**src/rtl/sdram_seq_pkg.sv**
```systemverilog
package sdram_seq_pkg;
   // Command code as {cs_n, ras_n, cas_n, we_n}
   typedef logic [3:0] cmd_t;
   localparam cmd_t CMD_DESL  = 4'b1111;
   localparam cmd_t CMD_ACT   = 4'b0011;
   localparam cmd_t CMD_READ  = 4'b0101;
   localparam cmd_t CMD_WRITE = 4'b0100;
   localparam cmd_t CMD_PRE   = 4'b0010;
   localparam cmd_t CMD_REF   = 4'b0001;
   localparam cmd_t CMD_MRS   = 4'b0000;

   typedef enum logic [1:0] {PH_INIT_PRE, PH_INIT_MRS, PH_RUN} phase_t;

   function automatic int unsigned max2(input int unsigned a, input int unsigned b);
      return (a > b) ? a : b;
   endfunction
endpackage

```
**src/rtl/sdram_sat_cnt.sv**
```systemverilog
// Clocks elapsed since the last restart, saturating at all ones.
module sdram_sat_cnt #(
   parameter int unsigned W = 4
) (
   input  logic         clk,
   input  logic         rst_n,
   input  logic         restart,
   output logic [W-1:0] value
);
   localparam logic [W-1:0] SAT = '1;

   always_ff @(posedge clk or negedge rst_n) begin
      if (!rst_n)              value <= SAT;
      else if (restart)        value <= W'(1);
      else if (value != SAT)   value <= value + W'(1);
   end
endmodule

```
**src/rtl/sdram_bank_track.sv**
```systemverilog
// One bank: open state, open row and its spacing windows.
module sdram_bank_track #(
   parameter int unsigned ROW_W = 13,
   parameter int unsigned CNT_W = 4,
   parameter int unsigned T_RCD = 2,
   parameter int unsigned T_RP  = 2,
   parameter int unsigned T_RAS = 5,
   parameter int unsigned T_RC  = 7,
   parameter int unsigned T_WR  = 2
) (
   input  logic             clk,
   input  logic             rst_n,
   input  logic             do_act,
   input  logic             do_pre,
   input  logic             do_col,
   input  logic             col_wr,
   input  logic [ROW_W-1:0] act_row,
   output logic             is_open,
   output logic [ROW_W-1:0] open_row,
   output logic             act_ok,
   output logic             col_ok,
   output logic             pre_ok
);
   logic [CNT_W-1:0] since_act, since_pre, since_wr;

   if ((1 << CNT_W) <= T_RC) begin : g_bad_cnt
      $error("CNT_W too narrow for T_RC");
   end

   sdram_sat_cnt #(.W(CNT_W)) i_act_cnt (.clk(clk), .rst_n(rst_n), .restart(do_act),          .value(since_act));
   sdram_sat_cnt #(.W(CNT_W)) i_pre_cnt (.clk(clk), .rst_n(rst_n), .restart(do_pre),          .value(since_pre));
   sdram_sat_cnt #(.W(CNT_W)) i_wr_cnt  (.clk(clk), .rst_n(rst_n), .restart(do_col && col_wr), .value(since_wr));

   always_ff @(posedge clk or negedge rst_n) begin
      if (!rst_n) begin
         is_open  <= 1'b0;
         open_row <= '0;
      end else if (do_act) begin
         is_open  <= 1'b1;
         open_row <= act_row;
      end else if (do_pre) begin
         is_open  <= 1'b0;
      end
   end

   assign act_ok = !is_open && (since_pre >= CNT_W'(T_RP)) && (since_act >= CNT_W'(T_RC));
   assign col_ok = is_open && (since_act >= CNT_W'(T_RCD));
   assign pre_ok = !is_open || ((since_act >= CNT_W'(T_RAS)) && (since_wr >= CNT_W'(T_WR)));

   AST_ACT_ON_CLOSED: assert property (@(posedge clk) disable iff (!rst_n)
      do_act |-> !is_open) else $error("activate on open bank");
   AST_ACT_AFTER_PRE: assert property (@(posedge clk) disable iff (!rst_n)
      do_act |-> (since_pre >= CNT_W'(T_RP)) && (since_act >= CNT_W'(T_RC)));
   AST_COL_AFTER_ACT: assert property (@(posedge clk) disable iff (!rst_n)
      do_col |-> is_open && (since_act >= CNT_W'(T_RCD)));
   AST_PRE_AFTER_RAS: assert property (@(posedge clk) disable iff (!rst_n)
      (do_pre && is_open) |-> (since_act >= CNT_W'(T_RAS)) && (since_wr >= CNT_W'(T_WR)));
endmodule

```
**src/rtl/sdram_refresh_timer.sv**
```systemverilog
// Raises a refresh debt every T_REFI clocks; cleared when the refresh goes out.
module sdram_refresh_timer #(
   parameter int unsigned T_REFI = 781
) (
   input  logic clk,
   input  logic rst_n,
   input  logic ref_done,
   output logic owed
);
   localparam int unsigned RW = (T_REFI > 1) ? $clog2(T_REFI) : 1;
   logic [RW-1:0] cnt;
   logic          tick;

   if (T_REFI < 32) begin : g_bad_refi
      $error("T_REFI too short to close banks and refresh");
   end

   assign tick = (cnt == RW'(T_REFI - 1));

   always_ff @(posedge clk or negedge rst_n) begin
      if (!rst_n) begin
         cnt  <= '0;
         owed <= 1'b0;
      end else begin
         cnt  <= tick ? '0 : cnt + RW'(1);
         if (tick)          owed <= 1'b1;
         else if (ref_done) owed <= 1'b0;
      end
   end

   AST_REF_NOT_OVERRUN: assert property (@(posedge clk) disable iff (!rst_n)
      tick |-> !owed) else $error("refresh debt not paid within one interval");
endmodule

```
**src/rtl/sdram_cmd_seq.sv**
```systemverilog
module sdram_cmd_seq
   import sdram_seq_pkg::*;
#(
   parameter int unsigned ROW_W     = 13,
   parameter int unsigned COL_W     = 11,
   parameter int unsigned BANK_W    = 2,
   parameter int unsigned T_RCD     = 2,
   parameter int unsigned T_RP      = 2,
   parameter int unsigned T_RAS     = 5,
   parameter int unsigned T_RC      = 7,
   parameter int unsigned T_RRD     = 2,
   parameter int unsigned T_WR      = 2,
   parameter int unsigned T_MRD     = 1,
   parameter int unsigned T_REFI    = 781,
   parameter int unsigned MODE_WORD = 'h030
) (
   input  logic              clk,
   input  logic              rst_n,
   input  logic              req_valid,
   output logic              req_ready,
   input  logic              req_write,
   input  logic [BANK_W-1:0] req_bank,
   input  logic [ROW_W-1:0]  req_row,
   input  logic [COL_W-1:0]  req_col,
   output logic              cmd_cs_n,
   output logic              cmd_ras_n,
   output logic              cmd_cas_n,
   output logic              cmd_we_n,
   output logic [BANK_W-1:0] cmd_ba,
   output logic [ROW_W-1:0]  cmd_addr,
   output logic              col_strobe,
   output logic              col_write
);
   localparam int unsigned NUM_BANKS = 1 << BANK_W;
   localparam int unsigned MAX_T     = max2(max2(max2(T_RC, T_RAS), max2(T_RCD, T_RP)),
                                            max2(max2(T_RRD, T_WR), T_MRD));
   localparam int unsigned CNT_W     = $clog2(MAX_T + 1) + 1;

   if (ROW_W < 11)                        begin : g_bad_row  $error("address needs bit 10"); end
   if (COL_W > 10 && COL_W + 1 > ROW_W)   begin : g_bad_col  $error("column does not fit around bit 10"); end
   if (T_RC < T_RAS + T_RP)               begin : g_bad_rc   $error("T_RC below T_RAS + T_RP"); end

   function automatic logic [ROW_W-1:0] col_addr(input logic [COL_W-1:0] c);
      logic [ROW_W-1:0] a;
      a = '0;
      for (int i = 0; i < COL_W; i++) begin
         if (i < 10) a[i] = c[i];
         else        a[i + 1] = c[i];
      end
      return a;
   endfunction

   phase_t                 phase;
   logic [NUM_BANKS-1:0]   open_v, act_ok_v, col_ok_v, pre_ok_v, do_act_v, do_pre_v, do_col_v;
   logic [ROW_W-1:0]       open_row_v [NUM_BANKS];
   logic [CNT_W-1:0]       since_rrd, since_ref, since_mrs;
   logic                   ref_owed;
   logic                   iss_act, iss_pre_one, iss_pre_all, iss_col, iss_ref, iss_mrs, gap_ok;
   cmd_t                   nxt_cmd;
   logic [ROW_W-1:0]       nxt_addr;

   for (genvar g = 0; g < NUM_BANKS; g++) begin : g_bank
      assign do_act_v[g] = iss_act && (req_bank == BANK_W'(g));
      assign do_pre_v[g] = iss_pre_all || (iss_pre_one && (req_bank == BANK_W'(g)));
      assign do_col_v[g] = iss_col && (req_bank == BANK_W'(g));
      sdram_bank_track #(.ROW_W(ROW_W), .CNT_W(CNT_W), .T_RCD(T_RCD), .T_RP(T_RP),
                         .T_RAS(T_RAS), .T_RC(T_RC), .T_WR(T_WR)) i_bank (
         .clk(clk), .rst_n(rst_n), .do_act(do_act_v[g]), .do_pre(do_pre_v[g]),
         .do_col(do_col_v[g]), .col_wr(req_write), .act_row(req_row),
         .is_open(open_v[g]), .open_row(open_row_v[g]),
         .act_ok(act_ok_v[g]), .col_ok(col_ok_v[g]), .pre_ok(pre_ok_v[g]));
   end

   sdram_sat_cnt #(.W(CNT_W)) i_rrd_cnt (.clk(clk), .rst_n(rst_n), .restart(iss_act), .value(since_rrd));
   sdram_sat_cnt #(.W(CNT_W)) i_ref_cnt (.clk(clk), .rst_n(rst_n), .restart(iss_ref), .value(since_ref));
   sdram_sat_cnt #(.W(CNT_W)) i_mrs_cnt (.clk(clk), .rst_n(rst_n), .restart(iss_mrs), .value(since_mrs));

   sdram_refresh_timer #(.T_REFI(T_REFI)) i_refresh (
      .clk(clk), .rst_n(rst_n), .ref_done(iss_ref), .owed(ref_owed));

   assign gap_ok = (since_rrd >= CNT_W'(T_RRD)) && (since_ref >= CNT_W'(T_RC)) &&
                   (since_mrs >= CNT_W'(T_MRD));

   // Arbitration: init steps, then refresh debt, then the pending request.
   always_comb begin
      iss_act = 1'b0; iss_pre_one = 1'b0; iss_pre_all = 1'b0;
      iss_col = 1'b0; iss_ref = 1'b0;     iss_mrs = 1'b0;
      req_ready = 1'b0;
      unique case (phase)
         PH_INIT_PRE: iss_pre_all = 1'b1;
         PH_INIT_MRS: iss_mrs = &act_ok_v;
         default: begin
            if (ref_owed) begin
               if (|open_v) iss_pre_all = &pre_ok_v;
               else         iss_ref     = &act_ok_v;
            end else if (req_valid) begin
               if (open_v[req_bank] && (open_row_v[req_bank] == req_row)) begin
                  iss_col   = col_ok_v[req_bank];
                  req_ready = col_ok_v[req_bank];
               end else if (open_v[req_bank]) begin
                  iss_pre_one = pre_ok_v[req_bank];
               end else begin
                  iss_act = act_ok_v[req_bank] && gap_ok;
               end
            end
         end
      endcase

      nxt_cmd  = CMD_DESL;
      nxt_addr = '0;
      if (iss_pre_all) begin
         nxt_cmd      = CMD_PRE;
         nxt_addr[10] = 1'b1;
      end else if (iss_pre_one) begin
         nxt_cmd  = CMD_PRE;
      end else if (iss_act) begin
         nxt_cmd  = CMD_ACT;
         nxt_addr = req_row;
      end else if (iss_col) begin
         nxt_cmd  = req_write ? CMD_WRITE : CMD_READ;
         nxt_addr = col_addr(req_col);
      end else if (iss_ref) begin
         nxt_cmd  = CMD_REF;
      end else if (iss_mrs) begin
         nxt_cmd  = CMD_MRS;
         nxt_addr = ROW_W'(MODE_WORD);
      end
   end

   always_ff @(posedge clk or negedge rst_n) begin
      if (!rst_n) begin
         phase <= PH_INIT_PRE;
         {cmd_cs_n, cmd_ras_n, cmd_cas_n, cmd_we_n} <= CMD_DESL;
         cmd_ba     <= '0;
         cmd_addr   <= '0;
         col_strobe <= 1'b0;
         col_write  <= 1'b0;
      end else begin
         if (phase == PH_INIT_PRE)        phase <= PH_INIT_MRS;
         else if (iss_mrs)                phase <= PH_RUN;
         {cmd_cs_n, cmd_ras_n, cmd_cas_n, cmd_we_n} <= nxt_cmd;
         cmd_ba     <= (iss_pre_one || iss_act || iss_col) ? req_bank : '0;
         cmd_addr   <= nxt_addr;
         col_strobe <= iss_col;
         col_write  <= iss_col && req_write;
      end
   end

   AST_RRD_GAP: assert property (@(posedge clk) disable iff (!rst_n)
      iss_act |-> (since_rrd >= CNT_W'(T_RRD)) && (since_mrs >= CNT_W'(T_MRD)));
   AST_REF_ALL_CLOSED: assert property (@(posedge clk) disable iff (!rst_n)
      iss_ref |-> (open_v == '0));
   AST_MRS_ALL_CLOSED: assert property (@(posedge clk) disable iff (!rst_n)
      iss_mrs |-> (open_v == '0));
   AST_ACCEPT_COL: assert property (@(posedge clk) disable iff (!rst_n)
      (req_valid && req_ready) |=> (col_strobe && !cmd_cs_n && cmd_ras_n && !cmd_cas_n));
   AST_OWED_STALL: assert property (@(posedge clk) disable iff (!rst_n)
      ref_owed |-> !req_ready);
endmodule

```
**config.mk**
```make
export PLATFORM = sky130hd
export DESIGN_NAME = sdram_cmd_seq
export DESIGN_NICKNAME = d
export VERILOG_FILES = /design/src/rtl/sdram_seq_pkg.sv /design/src/rtl/sdram_sat_cnt.sv /design/src/rtl/sdram_bank_track.sv /design/src/rtl/sdram_refresh_timer.sv /design/src/rtl/sdram_cmd_seq.sv
export SDC_FILE = /design/constraint.sdc
export NUM_CORES = 1
export LEC_CHECK = 0
export BUFFER_PORTS_ARGS = -buffer_cell sky130_fd_sc_hd__buf_2
export CELL_PAD_IN_SITES_DETAIL_PLACEMENT = 2
export CELL_PAD_IN_SITES_GLOBAL_PLACEMENT = 2
export CORE_ASPECT_RATIO = 0.8
export CORE_MARGIN = 2
export CORE_UTILIZATION = 45
export CTS_CLUSTER_DIAMETER = 150
export CTS_CLUSTER_SIZE = 8
export DETAILED_ROUTE_END_ITERATION = 7
export HOLD_SLACK_MARGIN = 0.05
export PLACE_DENSITY_LB_ADDON = 0.25
export SLEW_MARGIN = 10
export SYNTH_ARGS = -nofsm -noshare
export SYNTH_HDL_FRONTEND = slang
export SYNTH_SLANG_ARGS = --single-unit
export TNS_END_PERCENT = 20
```
**constraint.sdc**
```tcl
create_clock -name clk -period 5.1 [get_ports clk]
set_clock_uncertainty 0.15 [all_clocks]
set_input_delay 0.51 -clock clk [delete_from_list [all_inputs] [get_ports clk]]
set_output_delay 0.51 -clock clk [all_outputs]
set_load 0.01 [all_outputs]
```
## Word-level counts from Yosys, hierarchy flattened

Index checks and enable logic that the tools add are counted.

| operators by class | value |
|---|---|
| div/mod/pow operators | 0 |
| $mul | 0 |
| reduce and logical (&&, ||, !) cells | 78 |
| bitwise logic cells | 1 |
| add/sub/neg operators | 16 |
| mux-type cells | 91 |
| equal/unequal tests | 21 |
| magnitude comparators | 25 |
| shift operators | 0 |

Operator list:

| operator | number |
|---|---|
| 4-bit 2-to-1 mux | 36 |
| 13-bit 2-to-1 mux | 6 |
| 4-bit by 1-bit adder with 4-bit output, second input constant | 15 |
| 4-bit inequality test, second input constant | 15 |
| 4-bit by 2-bit >= comparator with 1-bit output, second input constant | 13 |
| 2-bit nonzero test | 21 |
| 1-bit logical AND | 37 |
| 4-bit by 3-bit >= comparator with 1-bit output, second input constant | 9 |
| 1-bit 2-to-1 mux | 36 |
| 13-bit binary-select mux with 2-bit select | 1 |
| 10-bit 2-to-1 mux | 2 |
| 13-bit == test | 1 |
| 10-bit by 1-bit adder with 10-bit output, second input constant | 1 |
| 10-bit == test, second input constant | 1 |
| 1-bit logical OR | 10 |
| 1-bit binary-select mux with 2-bit select | 4 |
| 2-bit 2-to-1 mux | 4 |
| 4-bit AND reduction | 2 |
| 6-bit 2-to-1 mux | 1 |
| 2-bit by 1-bit == test with 1-bit output, second input constant | 2 |
| 2-bit == test, second input constant | 2 |
| 4-bit by 1-bit >= comparator with 1-bit output, second input constant | 1 |
| 1-bit logical NOT | 4 |
| 2-bit logical NOT | 2 |
| other kinds (6) | 6 |

| storage, ports and cells | value |
|---|---|
| bits in read-only memories | 0 |
| output and inout bits | 22 |
| bits in latches | 0 |
| RAM bits | 0 |
| logic and storage cells | 266 |
| memories | 0 |
| register bits after elaboration | 150 |
| input port bits | 30 |

## Longest topological paths before layout

Gate-level depths: netlist of run 1.

| depth | value |
|---|---|
| depth in word-level cells | 14 |
| mapped depth | 11 |
| depth with buffers taken out | 8 |

## Modules after synthesis

Synthesis of run 1 repeated with hierarchy kept, for this count alone.

| unflattened totals | value |
|---|---|
| cells, all modules | 635 |
| area total of the unflattened synthesis | 7932.6 µm² |

By module, submodules not included:

| module | times used | cells each | area each (µm²) | seq. area each (µm²) |
|---|---|---|---|---|
| sdram_sat_cnt | 15 | 19 | 225.2 | 105.1 |
| sdram_bank_track | 4 | 39 | 575.6 | 350.3 |
| sdram_cmd_seq | 1 | 145 | 1716.6 | 580.6 |
| sdram_refresh_timer | 1 | 49 | 535.5 | 275.3 |

## Worst setup path before layout of run 1

No wires, ideal clock.

| timing path | value |
|---|---|
| kind | in2reg |
| start | input port req_bank[0] |
| end | register g_bank[2].i_bank.open_row[10] |
| library setup time | 125 ps |
| cell stages on the path | 9 |
| path buffers | 4 |
| setup slack | 2069 ps |
| data arrival time | 2756 ps |
| data required time | 4825 ps |
| cell sequence | buf_6 > mux4_2 > or4_4 > a211oi_2 > buf_6 > and2_4 > buf_8 > buf_12 > mux2_4 |

| between the ends | value |
|---|---|
| word-level cells in the longest chain between the ends | 11 |
| elaborated cells between the ends (all ways) | 18 |
| those cells by class | eq/ne: 2; mux: 12; bitwise: 1; reduce/logical: 3 |

Ends and longest elaborated chain:

| element | line | text |
|---|---|---|
| start, declared | sdram_cmd_seq.sv:22 | `input logic [BANK_W-1:0] req_bank,` |
| 2-bit inverter with 3-bit output (not written as such) | sdram_cmd_seq.sv:97 | `if (open_v[req_bank] && (open_row_v[req_bank] == req_row)) begin` |
| 13-bit binary-select mux with 2-bit select | sdram_cmd_seq.sv:97 |  |
| 13-bit 2-to-1 mux (not written as such) (2 in a row) | sdram_cmd_seq.sv:97 |  |
| 13-bit == test | sdram_cmd_seq.sv:97 |  |
| 1-bit logical AND | sdram_cmd_seq.sv:97 |  |
| 1-bit 2-to-1 mux | sdram_cmd_seq.sv:97 |  |
| 1-bit 2-to-1 mux | sdram_cmd_seq.sv:96 | `end else if (req_valid) begin` |
| 1-bit 2-to-1 mux | sdram_cmd_seq.sv:93 | `if (ref_owed) begin` |
| 1-bit 2-to-1 mux | sdram_cmd_seq.sv:89 | `unique case (phase)` |
| 1-bit logical AND (*) | sdram_cmd_seq.sv:63 | `assign do_act_v[g] = iss_act && (req_bank == BANK_W'(g));` |
| end signal, assigned | sdram_bank_track.sv:40 | `open_row <= act_row;` |
| end, declared | sdram_bank_track.sv:19 | `output logic [ROW_W-1:0] open_row,` |

Mark *: on every way between the ends. The rest lies on a longest branch, timed or not. The select of a mux whose other input is x is not followed.
A chain may end at the register's enable or synchronous reset.

## Worst setup path after layout of run 1

| timing path | value |
|---|---|
| start | input port req_bank[1] |
| end | register g_bank[3].i_bank.open_row[11] |

| between the ends | value |
|---|---|
| word-level cells in the longest chain between the ends | 11 |
| elaborated cells between the ends (all ways) | 18 |
| those cells by class | eq/ne: 2; mux: 12; bitwise: 1; reduce/logical: 3 |

Ends and longest elaborated chain:

| element | line |
|---|---|
| 2-bit inverter with 3-bit output (not written as such) | sdram_cmd_seq.sv:97 |
| 13-bit binary-select mux with 2-bit select | sdram_cmd_seq.sv:97 |
| 13-bit 2-to-1 mux (not written as such) (2 in a row) | sdram_cmd_seq.sv:97 |
| 13-bit == test | sdram_cmd_seq.sv:97 |
| 1-bit logical AND | sdram_cmd_seq.sv:97 |
| 1-bit 2-to-1 mux | sdram_cmd_seq.sv:97 |
| 1-bit 2-to-1 mux | sdram_cmd_seq.sv:96 |
| 1-bit 2-to-1 mux | sdram_cmd_seq.sv:93 |
| 1-bit 2-to-1 mux | sdram_cmd_seq.sv:89 |
| 1-bit logical AND (*) | sdram_cmd_seq.sv:63 |
| end signal, assigned | sdram_bank_track.sv:40 |
| end, declared | sdram_bank_track.sv:19 |

Marked as above.

==> results of run 1 <==
==> flip-flops by register name, summed over array words and instances, names as in the netlist <==
register	cells
cmd_addr	13
cmd_ba	2
cmd_cas_n	1
cmd_cs_n	1
cmd_ras_n	1
cmd_we_n	1
col_strobe	1
col_write	1
g_bank.i_bank.i_act_cnt.value	16
g_bank.i_bank.i_pre_cnt.value	16
g_bank.i_bank.i_wr_cnt.value	16
g_bank.i_bank.is_open	4
g_bank.i_bank.open_row	52
i_mrs_cnt.value	4
i_ref_cnt.value	4
i_refresh.cnt	10
i_refresh.owed	1
i_rrd_cnt.value	4
phase	2
==> critical path, cell delays in order <==
cell and delay (ns):
buf_2 0.56, mux4_2 0.46, or4_4 0.61, a211oi_4 0.51, and2_1 0.82, mux2_2 0.45
==> area by class of cell <==
| cell class | instances | share of cell area, % |
|---|---|---|
| Sequential cell | 150 | 43.6 |
| Tap cell | 220 | 3.13 |
| Timing Repair Buffer | 57 | 3.58 |
| Multi-Input combinational cell | 463 | 41.8 |
| Clock inverter | 15 | 1.81 |
| Inverter | 29 | 1.24 |
| Clock buffer | 17 | 4.84 |
==> placed cells by master (no fill, tap or decap), drive strengths merged, types with 11 or more instances in the layout <==
master  synthesis  layout
dfrtp          86      86
dfstp          64      64
buf            18      57
mux2           55      55
ha             40      40
nor2           38      38
inv            29      38
nand3          35      35
xnor2          31      31
a21oi          26      26
nor4           26      26
nor3           25      25
nand2          25      25
o21ai          19      19
clkbuf          9      17
mux4           13      13
nand2b         12      12
mux2i          11      11
a31oi          11      11
==> cell families (layout without fill, tap and decap cells) <==
group,count (synthesis),after routing
buffers and inverters,56,118
AO/OA/AOI/OAI,95,95
multiplexers,79,79
XOR/XNOR,35,35
adder cells (fa/ha/maj),40,40
flip-flops,150,150
AND/OR/NAND/NOR,214,214
==> worst paths after layout <==
kind | from | end | slack, ns | cells after the start
max | req_bank[1] | g_bank[3].i_bank.open_row[11]$_DFFE_PN0P_ | 1.32 | 6
min | rst_n | g_bank[0].i_bank.open_row[2]$_DFFE_PN0P_ | 0.05 | 1
max reg2reg | g_bank[1].i_bank.i_act_cnt.value[0]$_DFFE_PN1P_ | g_bank[3].i_bank.open_row[11]$_DFFE_PN0P_ | 1.34 | 7
min reg2reg | i_refresh.cnt[7]$_DFF_PN0_ | i_refresh.cnt[7]$_DFF_PN0_ | 0.35 | 1
max in group asynchronous | rst_n | g_bank[0].i_bank.is_open$_DFFE_PN0P_ | 3.59 | 2
min in group clk | req_col[7] | cmd_addr[7]$_DFF_PN0_ | 0.14 | 2
==> synth_stat cells (5+ instances only) <==
cell	instances	area share (%)
dfstp_2	64	22
clkbuf_1	9	0.43
nor3_1	25	1.6
a31oi_1	11	0.89
inv_1	29	1.4
buf_4	6	0.58
xnor2_1	31	3.5
o21ai_0	19	1.2
nor2_1	38	1.8
dfrtp_1	86	28
a22o_1	9	1.0
ha_1	40	6.4
mux2_2	48	7.0
mux4_2	13	3.8
nor3b_1	9	0.87
a2111oi_0	5	0.56
nor2b_1	5	0.40
nand3_1	35	2.3
and2_1	8	0.64
nor4_1	24	1.9
nand2b_1	12	0.97
nand3b_1	8	0.77
nand2_1	25	1.2
mux2i_1	11	1.4
a21o_1	5	0.48
nand4_1	7	0.56
mux2_4	7	1.4
a21oi_1	26	1.7
buf_2	7	0.45
==> where the power goes <==
part | internal [W] | switching, W | leakage (nW)
sequential | 0.00183 | 0.000500 | 1.75
clock | 0.000656 | 0.000618 | 0.282
combinational | 0.000862 | 0.000944 | 1.80
==> metrics by stage <==
stage / util, % / total power (W) / cells / setup WS, ns
after floorplan: - / 0.00347 / 669 / 2.07
after global placement: 49.0 / 0.00383 / 918 / 1.06
after detailed placement: 49.0 / 0.00410 / 918 / 0.843
after CTS: 52.5 / 0.00544 / 950 / 1.26
after global routing: 52.6 / 0.00576 / 951 / 1.11
final: 52.6 / 0.00542 / 951 / 1.32
==> metal layers <==
layer / vias up / track usage [%] / share of wire, %
met5: - / 0 / 0.056
met4: 2 / 7.36 / 2.3
met3: 46 / 5.43 / 3.7
met2: 98 / 45.8 / 51
met1: 2952 / 34.9 / 43
li1: 2530 / - / -
==> results.tsv, run 1 <==
metric	value	unit
grt_first_pass_wirelength	36900	um
synth_adder_area_share	6.44	%
grt-ovfl-total	0	
syn_area_per_cell	11.6	um2
synthArstFlopShare	100	%
post_synth_instance_area	7770	um2
synth_mux_area_share	13.5	%
fin_hold_ws	0.0461	ns
track_usage	26.8	%
worst_slew_pin_slew	1.30	ns
slew_violations	0	
cp.required	5.26	ns
synth_edf_count	0	
p_leak	3.84	nW
drtIter0Drc	291	
synth_seq_cells	150	
cts_resized	0	
cts_hold_buf	0	
detail-route-antenna-nets	0	
drive_gt1_share	31.5	%
fin_crit_sh	74.1	%
fin_setup_tns	0	ns
crit_path_max_fanout	28	
yosysWarnings	0	
maxCapViolCount	0	
antenna_found_initial	1	
ioPinCount	52	
yosys.area_share.simple	15.2	%
via_per_inst	5.92	
cts_buffers	17	
dieHeight	122	um
row_count	42	
crit_type	in2reg	
hold_violations	0	
fmax	265	MHz
fillCellCount	1610	
synth_compound_area_share	7.99	%
synth-xor-area-share	3.94	%
ys_seq_area_share	49.3	%
routed_wl	23100	um
synth_nets	739	
die_area	18300	um2
syn_to_final_growth	13.0	%
clkSlewWorstSetupHoldPaths	0.08	ns
finalSetupViolations	0	
synth_top_family_by_area	simple AND/OR/NAND/NOR gates	
port_buffers	51	
chipWidth	151	um
cp-end-kind	flip-flop	
status	finished, final reports clean	
wl_per_cell	24.3	um
relSlewSlack	12.3	%
cts-root-buf	clkbuf_16	
hp-class	in2async	
ys.flop_type	dfrtp_1	
rsz0062_at_grt	false	
dpl_cell_area	8180	um2
drc	0	
finalInstanceArea	8780	um2
yosysUniqueCellTypes	55	
worstPathArrival	3.94	ns
core	16700	um2
power_density	617	nW/um2
worstSetupStartpointType	primary input	
initial_utilization	46.5	%
diodes	0	
seq_area	3830	um2
clock_path_buffers	2	
cts_num_sinks	150	
postCtsSetupBuffers	0	
syn_inst	669	
grt_pass1_vias	6367	
dpl.hpwl	15500	um
grt_max_degree	107	
final_nets	788	
cts_tree	done	
cts_max_level	4	
multi_input_area	3670	um2
place_congestion	0.792	
vias	5628	
drt-pass1-iter-count	4	
clock_latency	0.44	ns
period_needed	3.78	ns
peakVddDrop	256	uV
Power figures use the tool's default switching activity.
==> inputs of run 2 (changes only) <==
- CORE_UTILIZATION: 45 -> 41
- clock period: 5.1 -> 3.8 ns (I/O delays scaled with it)
==> run 2 against run 1 <==
Against the previous run:
- flip-flop and latch count unchanged
- first-iteration DRC count grew 4.5%
- largest power group unchanged
- power up 35%
==> results.tsv, run 2 (same netlist as run 1, synthesis figures left out) <==
metric	value	unit
fmax	285	MHz
fin_ws	0.293	ns
drt-pass1-iter-count	4	
dpl.hpwl	15600	um
slowest_stage	nor4_1	
drive_gt1_share	32.5	%
cp-end-kind	output port	
path_cells	ha_1 > nor4_1 > a22oi_1 > and3_1 > nand3_1 > nor4_1 > buf_2	
cp_slowest_stage_delay	0.63	ns
cts_hold_buf	10	
top_register	g_bank.i_bank.open_row	
place_congestion	0.806	
layout_commonest_cell	dfrtp_1	
grt-ovfl-total	0	
wl_per_cell	23.2	um
initial_utilization	41.4	%
fillCellCount	1908	
final_cell_mix	dfrtp_1, dfstp_2, buf_2, mux2_2, ha_1	
diodes	0	
rsz0062_at_grt	false	
grt_first_pass_wirelength	38100	um
fin_setup_tns	0	ns
final_util	48.3	%
grt_pass1_vias	6553	
pre_cts_slack	0.415	ns
fin_crit_sh	92.3	%
drtIter0Drc	304	
vias	5767	
cts_buffers	17	
crit_top_cell	nor4_1	
dieHeight	127	um
worst_slew_pin_slew	1.18	ns
die_area	20100	um2
ioPinCount	52	
final_nets	812	
drc	0	
cts_resized	0	
hold_violations	0	
largest_reg_flops	52	
clock_latency	0.44	ns
crit_type	reg2out	
period_needed	3.51	ns
hp-class	in2reg	
grt_max_degree	64	
detail-route-antenna-nets	0	
min_from	req_row[4]	
r2r-start	g_bank[1].i_bank.i_act_cnt.value[1]$_DFFE_PN1P_	
worstSetupStartpointType	flip-flop	
slew_violations	0	
peakVddDrop	312	uV
crit_path_max_fanout	7	
p_leak	3.96	nW
track_usage	25.3	%
cts_tree	done	
relSlewSlack	20.4	%
antenna_found_initial	1	
via_per_inst	5.69	
cts-root-buf	clkbuf_16	
cts_num_sinks	150	
routed_wl	23500	um
maxCapViolCount	0	
chipWidth	158	um
status	finished, final reports clean	
worstPathArrival	2.98	ns
finalSetupViolations	0	
port_buffers	51	
cp.required	3.27	ns
syn_to_final_growth	16.5	%
row_count	45	
postCtsSetupBuffers	0	
clock_path_buffers	2	
power_density	807	nW/um2
cts_max_level	4	
startpoint	g_bank[1].i_bank.i_act_cnt.value[1]$_DFFE_PN1P_	
clkSlewWorstSetupHoldPaths	0.08	ns
core	18700	um2
run 2: path summary, 6_finish.rpt:
kind	cells after the start	slack, ns	to
max in group asynchronous	3	2.17	g_bank[0].i_bank.i_act_cnt.value[0]$_DFFE_PN1P_
min in group asynchronous	2	0.37	cmd_ba[1]$_DFF_PN0_
min	3	0.09	cmd_addr[4]$_DFF_PN0_
min reg2reg	1	0.34	i_refresh.cnt[0]$_DFF_PN0_
max reg2reg	8	0.52	g_bank[1].i_bank.is_open$_DFFE_PN0P_
max	7	0.29	req_ready
run 2: report_power, final:
| group | internal [W] | switching [W] |
|---|---|---|
| registers | 0.00246 | 0.000672 |
| clock network | 0.000892 | 0.000841 |
| logic | 0.00117 | 0.00127 |
| total | 0.00453 | 0.00278 |
run 2: through the flow:
stage	power (W)	hold slack, ns	cells	cell area [um2]
after floorplan	0.00466	-0.0656	669	7770
after global placement	0.00520	0.252	971	8340
after detailed placement	0.00550	0.257	971	8340
after global routing	0.00781	0.0978	1013	9050
after CTS	0.00733	0.0783	1013	9050
final	0.00731	0.0936	1013	9050
run 2: per-layer routing:
layer / GRT usage (%) / part of all wire, % / wire length, um
met1: 33.1 / 44 / 10400
met2: 41.7 / 50 / 11700
met3: 5.60 / 3.7 / 864
met4: 8.40 / 2.3 / 530
met5: 0 / 0.055 / 13
run 2: area by class of cell:
type	count	area, um2	share of cell area, %
flip-flops and latches	150	3830	42.3
well taps	258	323	3.57
repair buffers	81	512	5.65
multi-input cells	463	3670	40.6
inverters	29	109	1.20
clock inverters	15	178	1.96
clock buffers	17	425	4.70
run 2: worst max-delay path: cells and delay by family (launching register included):
kind	cells	cell delay, ns
flops	1	0.61
fa+ha+maj	1	0.18
buf+inv	1	0.26
compound gates	1	0.26
simple gates	4	1.22
